==> src/rtl/irqc_pkg.sv <==
package irqc_pkg;
    localparam int ADDR_W = 4;

    typedef enum logic [ADDR_W-1:0] {
        A_PEND    = 4'd0,
        A_EN_SET  = 4'd1,
        A_EN_CLR  = 4'd2,
        A_MSK_SET = 4'd3,
        A_MSK_CLR = 4'd4,
        A_RAW     = 4'd5
    } reg_addr_e;
endpackage

==> src/rtl/irqc_edge.sv <==
module irqc_edge #(
    parameter int W = 16
) (
    input  logic         clk,
    input  logic         rst_n,
    input  logic [W-1:0] lvl_i,
    output logic [W-1:0] rise_o
);
    logic [W-1:0] prev_d, prev_q;

    for (genvar g = 0; g < W; g++) begin : g_bit
        always_comb begin
            prev_d[g] = lvl_i[g];
            rise_o[g] = lvl_i[g] & ~prev_q[g];
        end

        always_ff @(posedge clk or negedge rst_n) begin
            if (!rst_n) prev_q[g] <= 1'b0;
            else        prev_q[g] <= prev_d[g];
        end
    end
endmodule

==> src/rtl/irqc_regs.sv <==
module irqc_regs
    import irqc_pkg::*;
#(
    parameter int W = 16
) (
    input  logic              clk,
    input  logic              rst_n,
    input  logic              wr_i,
    input  logic [ADDR_W-1:0] addr_i,
    input  logic [W-1:0]      wdata_i,
    input  logic [W-1:0]      rise_i,
    input  logic [W-1:0]      raw_i,
    output logic [W-1:0]      en_o,
    output logic [W-1:0]      mask_o,
    output logic [W-1:0]      pend_o,
    output logic [W-1:0]      rdata_o
);
    typedef struct packed {
        logic [W-1:0] en;
        logic [W-1:0] mask;
        logic [W-1:0] pend;
    } state_t;

    state_t st_d, st_q;
    logic [W-1:0] en_set, en_clr, msk_set, msk_clr, pend_clr, latch_set;

    always_comb begin
        en_set    = (wr_i && addr_i == A_EN_SET)  ? wdata_i : '0;
        en_clr    = (wr_i && addr_i == A_EN_CLR)  ? wdata_i : '0;
        msk_set   = (wr_i && addr_i == A_MSK_SET) ? wdata_i : '0;
        msk_clr   = (wr_i && addr_i == A_MSK_CLR) ? wdata_i : '0;
        pend_clr  = (wr_i && addr_i == A_PEND)    ? wdata_i : '0;
        latch_set = rise_i & st_q.en;

        st_d      = st_q;
        st_d.en   = (st_q.en   | en_set)  & ~en_clr;
        st_d.mask = (st_q.mask | msk_set) & ~msk_clr;
        // a fresh edge outranks an acknowledge of the same bit
        st_d.pend = (st_q.pend & ~pend_clr) | latch_set;
    end

    always_ff @(posedge clk or negedge rst_n) begin
        if (!rst_n) st_q <= '0;
        else        st_q <= st_d;
    end

    always_comb begin
        case (addr_i)
            A_PEND:               rdata_o = st_q.pend;
            A_EN_SET, A_EN_CLR:   rdata_o = st_q.en;
            A_MSK_SET, A_MSK_CLR: rdata_o = st_q.mask;
            A_RAW:                rdata_o = raw_i;
            default:              rdata_o = '0;
        endcase
    end

    assign en_o   = st_q.en;
    assign mask_o = st_q.mask;
    assign pend_o = st_q.pend;

    assert_reset_clear_R1: assert property (@(posedge clk)
        !rst_n |=> (en_o == '0 && mask_o == '0 && pend_o == '0));

    assert_en_set_R2: assert property (@(posedge clk) disable iff (!rst_n)
        (wr_i && addr_i == A_EN_SET) |=> ((en_o & $past(wdata_i)) == $past(wdata_i)));

    assert_en_clr_R2: assert property (@(posedge clk) disable iff (!rst_n)
        (wr_i && addr_i == A_EN_CLR) |=> ((en_o & $past(wdata_i)) == '0));

    assert_msk_set_R3: assert property (@(posedge clk) disable iff (!rst_n)
        (wr_i && addr_i == A_MSK_SET) |=> ((mask_o & $past(wdata_i)) == $past(wdata_i)));

    assert_msk_clr_R3: assert property (@(posedge clk) disable iff (!rst_n)
        (wr_i && addr_i == A_MSK_CLR) |=> ((mask_o & $past(wdata_i)) == '0));

    assert_pend_needs_en_R4: assert property (@(posedge clk) disable iff (!rst_n)
        1'b1 |=> ((pend_o & ~$past(pend_o) & ~$past(en_o)) == '0));

    assert_pend_ack_R5: assert property (@(posedge clk) disable iff (!rst_n)
        (wr_i && addr_i == A_PEND)
        |=> ((pend_o & $past(wdata_i & ~(rise_i & en_o))) == '0));

    assert_set_wins_R6: assert property (@(posedge clk) disable iff (!rst_n)
        (|(rise_i & en_o))
        |=> ((pend_o & $past(rise_i & en_o)) == $past(rise_i & en_o)));

    assert_ro_write_R10: assert property (@(posedge clk) disable iff (!rst_n)
        (wr_i && addr_i >= A_RAW)
        |=> ($stable(en_o) && $stable(mask_o)));
endmodule

==> src/rtl/irqc_merge.sv <==
module irqc_merge #(
    parameter int W = 16
) (
    input  logic [W-1:0] en_i,
    input  logic [W-1:0] mask_i,
    input  logic [W-1:0] pend_i,
    output logic         irq_n_o
);
    logic [W-1:0] live;

    always_comb begin
        live    = pend_i & en_i & mask_i;
        irq_n_o = ~(|live);
    end
endmodule

==> src/rtl/irq_cascade_ctrl.sv <==
module irq_cascade_ctrl
    import irqc_pkg::*;
#(
    parameter int NSRC = 16
) (
    input  logic              clk,
    input  logic              rst_n,
    input  logic [NSRC-1:0]   src_i,
    input  logic              reg_wr_i,
    input  logic [ADDR_W-1:0] reg_addr_i,
    input  logic [NSRC-1:0]   reg_wdata_i,
    output logic [NSRC-1:0]   reg_rdata_o,
    output logic              irq_n_o
);
    logic [NSRC-1:0] rise_w, en_w, mask_w, pend_w;

    irqc_edge #(.W(NSRC)) u_edge (
        .clk    (clk),
        .rst_n  (rst_n),
        .lvl_i  (src_i),
        .rise_o (rise_w)
    );

    irqc_regs #(.W(NSRC)) u_regs (
        .clk     (clk),
        .rst_n   (rst_n),
        .wr_i    (reg_wr_i),
        .addr_i  (reg_addr_i),
        .wdata_i (reg_wdata_i),
        .rise_i  (rise_w),
        .raw_i   (src_i),
        .en_o    (en_w),
        .mask_o  (mask_w),
        .pend_o  (pend_w),
        .rdata_o (reg_rdata_o)
    );

    irqc_merge #(.W(NSRC)) u_merge (
        .en_i    (en_w),
        .mask_i  (mask_w),
        .pend_i  (pend_w),
        .irq_n_o (irq_n_o)
    );

    assert_idle_line_R7: assert property (@(posedge clk) disable iff (!rst_n)
        (pend_w == '0 || en_w == '0 || mask_w == '0) |-> irq_n_o);

    assert_low_needs_pend_R7: assert property (@(posedge clk) disable iff (!rst_n)
        !irq_n_o |-> (pend_w != '0));
endmodule

==> config.mk <==
export PLATFORM = sky130hd
export DESIGN_NAME = irq_cascade_ctrl
export DESIGN_NICKNAME = d
export VERILOG_FILES = /design/src/rtl/irqc_pkg.sv /design/src/rtl/irqc_edge.sv /design/src/rtl/irqc_regs.sv /design/src/rtl/irqc_merge.sv /design/src/rtl/irq_cascade_ctrl.sv
export SDC_FILE = /design/constraint.sdc
export NUM_CORES = 1
export LEC_CHECK = 0
export CORE_MARGIN = 2
export CORE_UTILIZATION = 47
export CTS_BUF_LIST = sky130_fd_sc_hd__clkbuf_16
export DETAILED_ROUTE_END_ITERATION = 8
export PLACE_DENSITY = 0.86
export SYNTH_ARGS = -nofsm -noshare
export SYNTH_HDL_FRONTEND = slang
export SYNTH_SLANG_ARGS = --single-unit
==> constraint.sdc <==
create_clock -name clk -period 1.7 [get_ports clk]
set_clock_uncertainty 0.05 [all_clocks]
set_input_delay 0.34 -clock clk [delete_from_list [all_inputs] [get_ports clk]]
set_output_delay 0.34 -clock clk [all_outputs]
set_load 0.1 [all_outputs]
# [After elaboration in Yosys (flattened, before gate mapping)]
# Index checks and enable logic that the tools add are counted.
[totals] ff_bits=64 input_bits=39 output_inout_bits=17 wordCells=84
[op_classes] eq_ne=5 mux=6 n_bitwise=45 n_reduce_logical=9
[ops] operator="$and A16 B16 Y16" count=6
[ops] operator="$mux W16" count=5
[ops] operator="$pmux W16 S4" count=1
[ops] operator="$not A16 Y16" count=3
[ops] operator="$or A16 B16 Y16" count=3
[ops] operator="$not A1 Y1" count=17
[ops] operator="$and A1 B1 Y1" count=16
[ops] operator="$reduce_or A16 Y1" count=1
[ops] operator="$eq A4 B2 Y1 const B" count=2
[ops] operator="$eq A4 B3 Y1 const B" count=2
[ops] operator="$logic_and A1 B1 Y1" count=5
[ops] operator="$eq A4 B1 Y1 const B" count=1
[ops] operator="$logic_not A4 Y1" count=1
[ops] operator="$reduce_or A2 Y1" count=2

# [Longest topological paths before layout]
[depth] word_depth=6 mapped_depth=7 mapped_depth_nobuf=3

# [By module]
# From an unflattened synthesis, not the netlist that was laid out.
[hier_totals] hier_cells=313 hier_area_um2=3298.2
[modules_own_cells] module="irqc_regs" n_inst=1 cells_per_inst=260 area_per_inst_um2=2558.7 seq_area_each_um2=1201.2
[modules_own_cells] module="irqc_edge" n_inst=1 cells_per_inst=32 area_per_inst_um2=620.6 seq_area_each_um2=400.4
[modules_own_cells] module="irqc_merge" n_inst=1 cells_per_inst=21 area_per_inst_um2=118.9 seq_area_each_um2=0.0

# [Least setup slack after synthesis]
# Ideal clock, no wire load.
[synth_timing] path_type="reg-to-output" from="reg u_regs.st_q (netlist bit u_regs.en_o[3])" to="out irq_n_o" arrival_ns=3.499 t_required_ns=1.310 setup_slack_ns=-2.189 path_stages_with_launch=4 n_path_buf=0 path_cell_list="dfrtp_1 > nand3_1 > nand4_1 > nor4_1"
[synth_via] elab_chain_cells=4
[synth_rtl] element="start: declaration" line="irqc_regs.sv:24" source="state_t st_d, st_q;"
[synth_rtl] element="start signal: assignment" line="irqc_regs.sv:44" source="else st_q <= st_d;"
[synth_rtl] element="$and A16 B16 Y16 (2 in series)" line="irqc_merge.sv:12" source="live = pend_i & en_i & mask_i;"
[synth_rtl] element="$reduce_or A16 Y1" line="irqc_merge.sv:13" source="irq_n_o = ~(|live);"
[synth_rtl] element="$not A1 Y1" line="irqc_merge.sv:13"
[synth_rtl] element="end: declaration" line="irq_cascade_ctrl.sv:13" source="output logic irq_n_o"
# No other way between the ends.

# [Worst setup path in the final report]
[layout_timing] from="reg u_regs.st_q (netlist bit u_regs.pend_o[8])" to="out irq_n_o"
# The elaborated chain is that of the path after synthesis.

==> results.toml <==
[worst_setup_path]
cpLargestDelayFamily = "simple AND/OR/NAND/NOR gates"
critical_path.startpoint = "u_regs.pend_o[8]$_DFF_PN0_"
crit_buf_inv = 1
crit_slowest_cell = "dfrtp_1"
critPathMaxFanout = 3
r2r-start = "u_regs.en_o[15]$_DFF_PN0_"
reg2reg_depth = 4
r2r_slack_ns = 0.59
crit_chain = "nand3_1 -> nand4_1 -> nor4_4 -> buf_12"
cp-start-kind = "register"
timing_worst_setup_path_type = "reg -> out"
arrival_ns = 1.72
critPathMaxStageDelay_ns = 0.42
required_ns = 1.31
critPathCaptureType = "primary output"
reg2reg_to = "u_regs.en_o[15]$_DFF_PN0_"

[cts]
clk_latency_ns = 0.33
cts_htree_levels = 3
cts_buffer_depth = 2
cts_tree = "done"
clkSlewWorstSetupHoldPaths_ns = 0.06
cts.sinks = 64
cts_inserted_buffers = 9
cts_root_buf = "clkbuf_16"

[placement]
dpl.hpwl_microns = 5990
gp_congestion = 0.866
io_buffers = 55

[global_routing]
grt_pass1_vias = 3170
grt_start_max_net_pins = 65
grt_first_pass_wirelength_microns = 16500
grtUsageTotal_pct = 30.6
antenna_found_initial = 0
overflow = 0

[logic_synthesis]
synth_edf_count = 0
async_flop_share_pct = 100
synth_largest_area_cell = "dfrtp_1"
yosysSeqAreaShare_pct = 53.9
synth_ff_type = "dfrtp_1"
yosys-top-cells-count = "dfrtp_1 (64), a31oi_1 (32), nand3_1 (32)"
synth-seq-cells = 64
avgSynthCellArea_sq_um = 11.3
post_synth_instance_area_sq_mm = 0.00297
synthDominantCellAreaShare_pct = 53.9
ys_types = 33
netlist_top_cells_area = "dfrtp_1 (54%), a31oi_1 (6.7%), nand3_1 (5.4%)"
synth.most_common_cell = "dfrtp_1"
syn-instance-count = 262
syn_nets = 301
yosys_warnings = 0

[power]
ir_drop_mv = 0.857
power_density_mw_per_mm2 = 1260
power_leakage_nw = 2.07

[drt]
wire_per_inst_microns = 24.4
drt_wl_total_microns = 11300
antenna_left = 0
drcViolationCount = 0
viasPerCell = 6.87
vias = 3176
firstDrtPassIters = 7
drtIter0Drc = 569

[job]
timing.max_cap.violations = 0

[floorplan]
die_area_sq_mm = 0.00698
row_count = 28
start_util_pct = 49.3
io_pins = 56
core_area_sq_mm = 0.00603
die_height_microns = 83.5
die_w_microns = 83.5

[sta]
setup_viol = 17
period_needed_ns = 2.11
period_share_pct = 124
tightest_slew_ns = 0.354
setup_slack_ns = -0.407
rsz0062_at_grt = "yes"
setup-tns-final_ns = -5.42
fmax_mhz = 475
maxSlewHeadroom_pct = 76.4
slew_violations = 0
hold_viol = 0
hold_slack_ns = 0.362

[status]
violations = "negative setup slack"
outcome = "finished with violations"

[final_layout]
fin_nets = 421
syn_to_final_growth_pct = 64.0
diodes = 0
drive_gt1_share_pct = 37.0

[min_path]
hold_path_end = "u_regs.pend_o[7]$_DFF_PN0_"
hold_path.class = "reg -> reg"
hold_start = "u_edge.prev_q[7]$_DFF_PN0_"
hold_path_depth = 1
cell families after synthesis:
group,count (synthesis),share of synthesized area (%)
simple gates,58,11.6
buf+inv,26,5.60
xor+xnor,1,0.295
compound gates,113,28.7
flops,64,53.9
area by class of cell:
class                      instances  area (sq um)
clock buffer                       9           225
clock inverter                     7          87.6
fill                             302          1150
inverter                           6          22.5
multi-input combinational        172          1430
sequential                        64          1600
tap                               75          93.8
timing repair buffer             129          1410
placed cells by master, fill, tap and decap left out, types with 2 or more instances in the layout:
cell type / instances
dfrtp_1: 64
buf_4: 60
clkdlybuf4s50_1: 33
a31oi_1: 32
a21oi_1: 30
nand3_1: 26
buf_12: 24
a221o_4: 15
a22o_1: 14
nand2_1: 10
o2bb2ai_1: 10
clkbuf_16: 10
inv_1: 7
buf_6: 7
a32o_1: 6
nand3_2: 6
nand4_1: 4
nand3b_1: 2
nor4_4: 2
a21oi_2: 2
clkinvlp_4: 2
bufinv_16: 2
buf_8: 2
metrics by stage:
| step | total power, mW | area [sq um] | setup slack, ns | util [%] | std cells |
|---|---|---|---|---|---|
| final | 6.13 | 4870 | -0.407 | 80.9 | 462 |
| after detailed placement | 3.86 | 4270 | -0.772 | 70.8 | 422 |
| after global placement | 3.79 | 4270 | -0.733 | 70.8 | 422 |
| after global routing | 6.31 | 4870 | -0.467 | 80.9 | 462 |
| after floorplan | 3.08 | 3160 | -0.413 | - | 262 |
| after CTS | 5.95 | 4790 | -0.359 | 79.5 | 456 |
flip-flops by register name, indices dropped and copies added (netlist names):
name	count
u_regs.mask_o	16
u_regs.en_o	16
u_regs.pend_o	16
u_edge.prev_q	16
worst max path at each step:
stage | endpoint | cells past startpoint
finish | irq_n_o | 4
global route | irq_n_o | 4
CTS | reg_rdata_o[10] | 6
detailed placement | reg_rdata_o[8] | 6
global placement | reg_rdata_o[8] | 6
floorplan | irq_n_o | 3
routing by layer:
metal,track usage (%),vias to the layer above,wire length (microns)
met5,0,-,0
li1,-,1305,-
met2,48.7,275,5220
met3,7.62,74,1210
met1,37.5,1522,4050
met4,18.8,0,786
power by group:
group,internal (mW),total (mW),switching (mW),leakage (nW)
sequential,1.81,2.06,0.244,0.735
combinational,0.947,2.12,1.17,1.18
clock,1.27,1.95,0.682,0.150
repair_timing:
action,in CTS,in global routing
hold buffers,1,0
hold endpoints to repair,64,0
gates cloned,1,1
setup buffers,16,5
gates resized for setup,32,18
endpoints found under the setup margin,37,17
pin swaps,13,14
(Power assumes the default switching activity.)
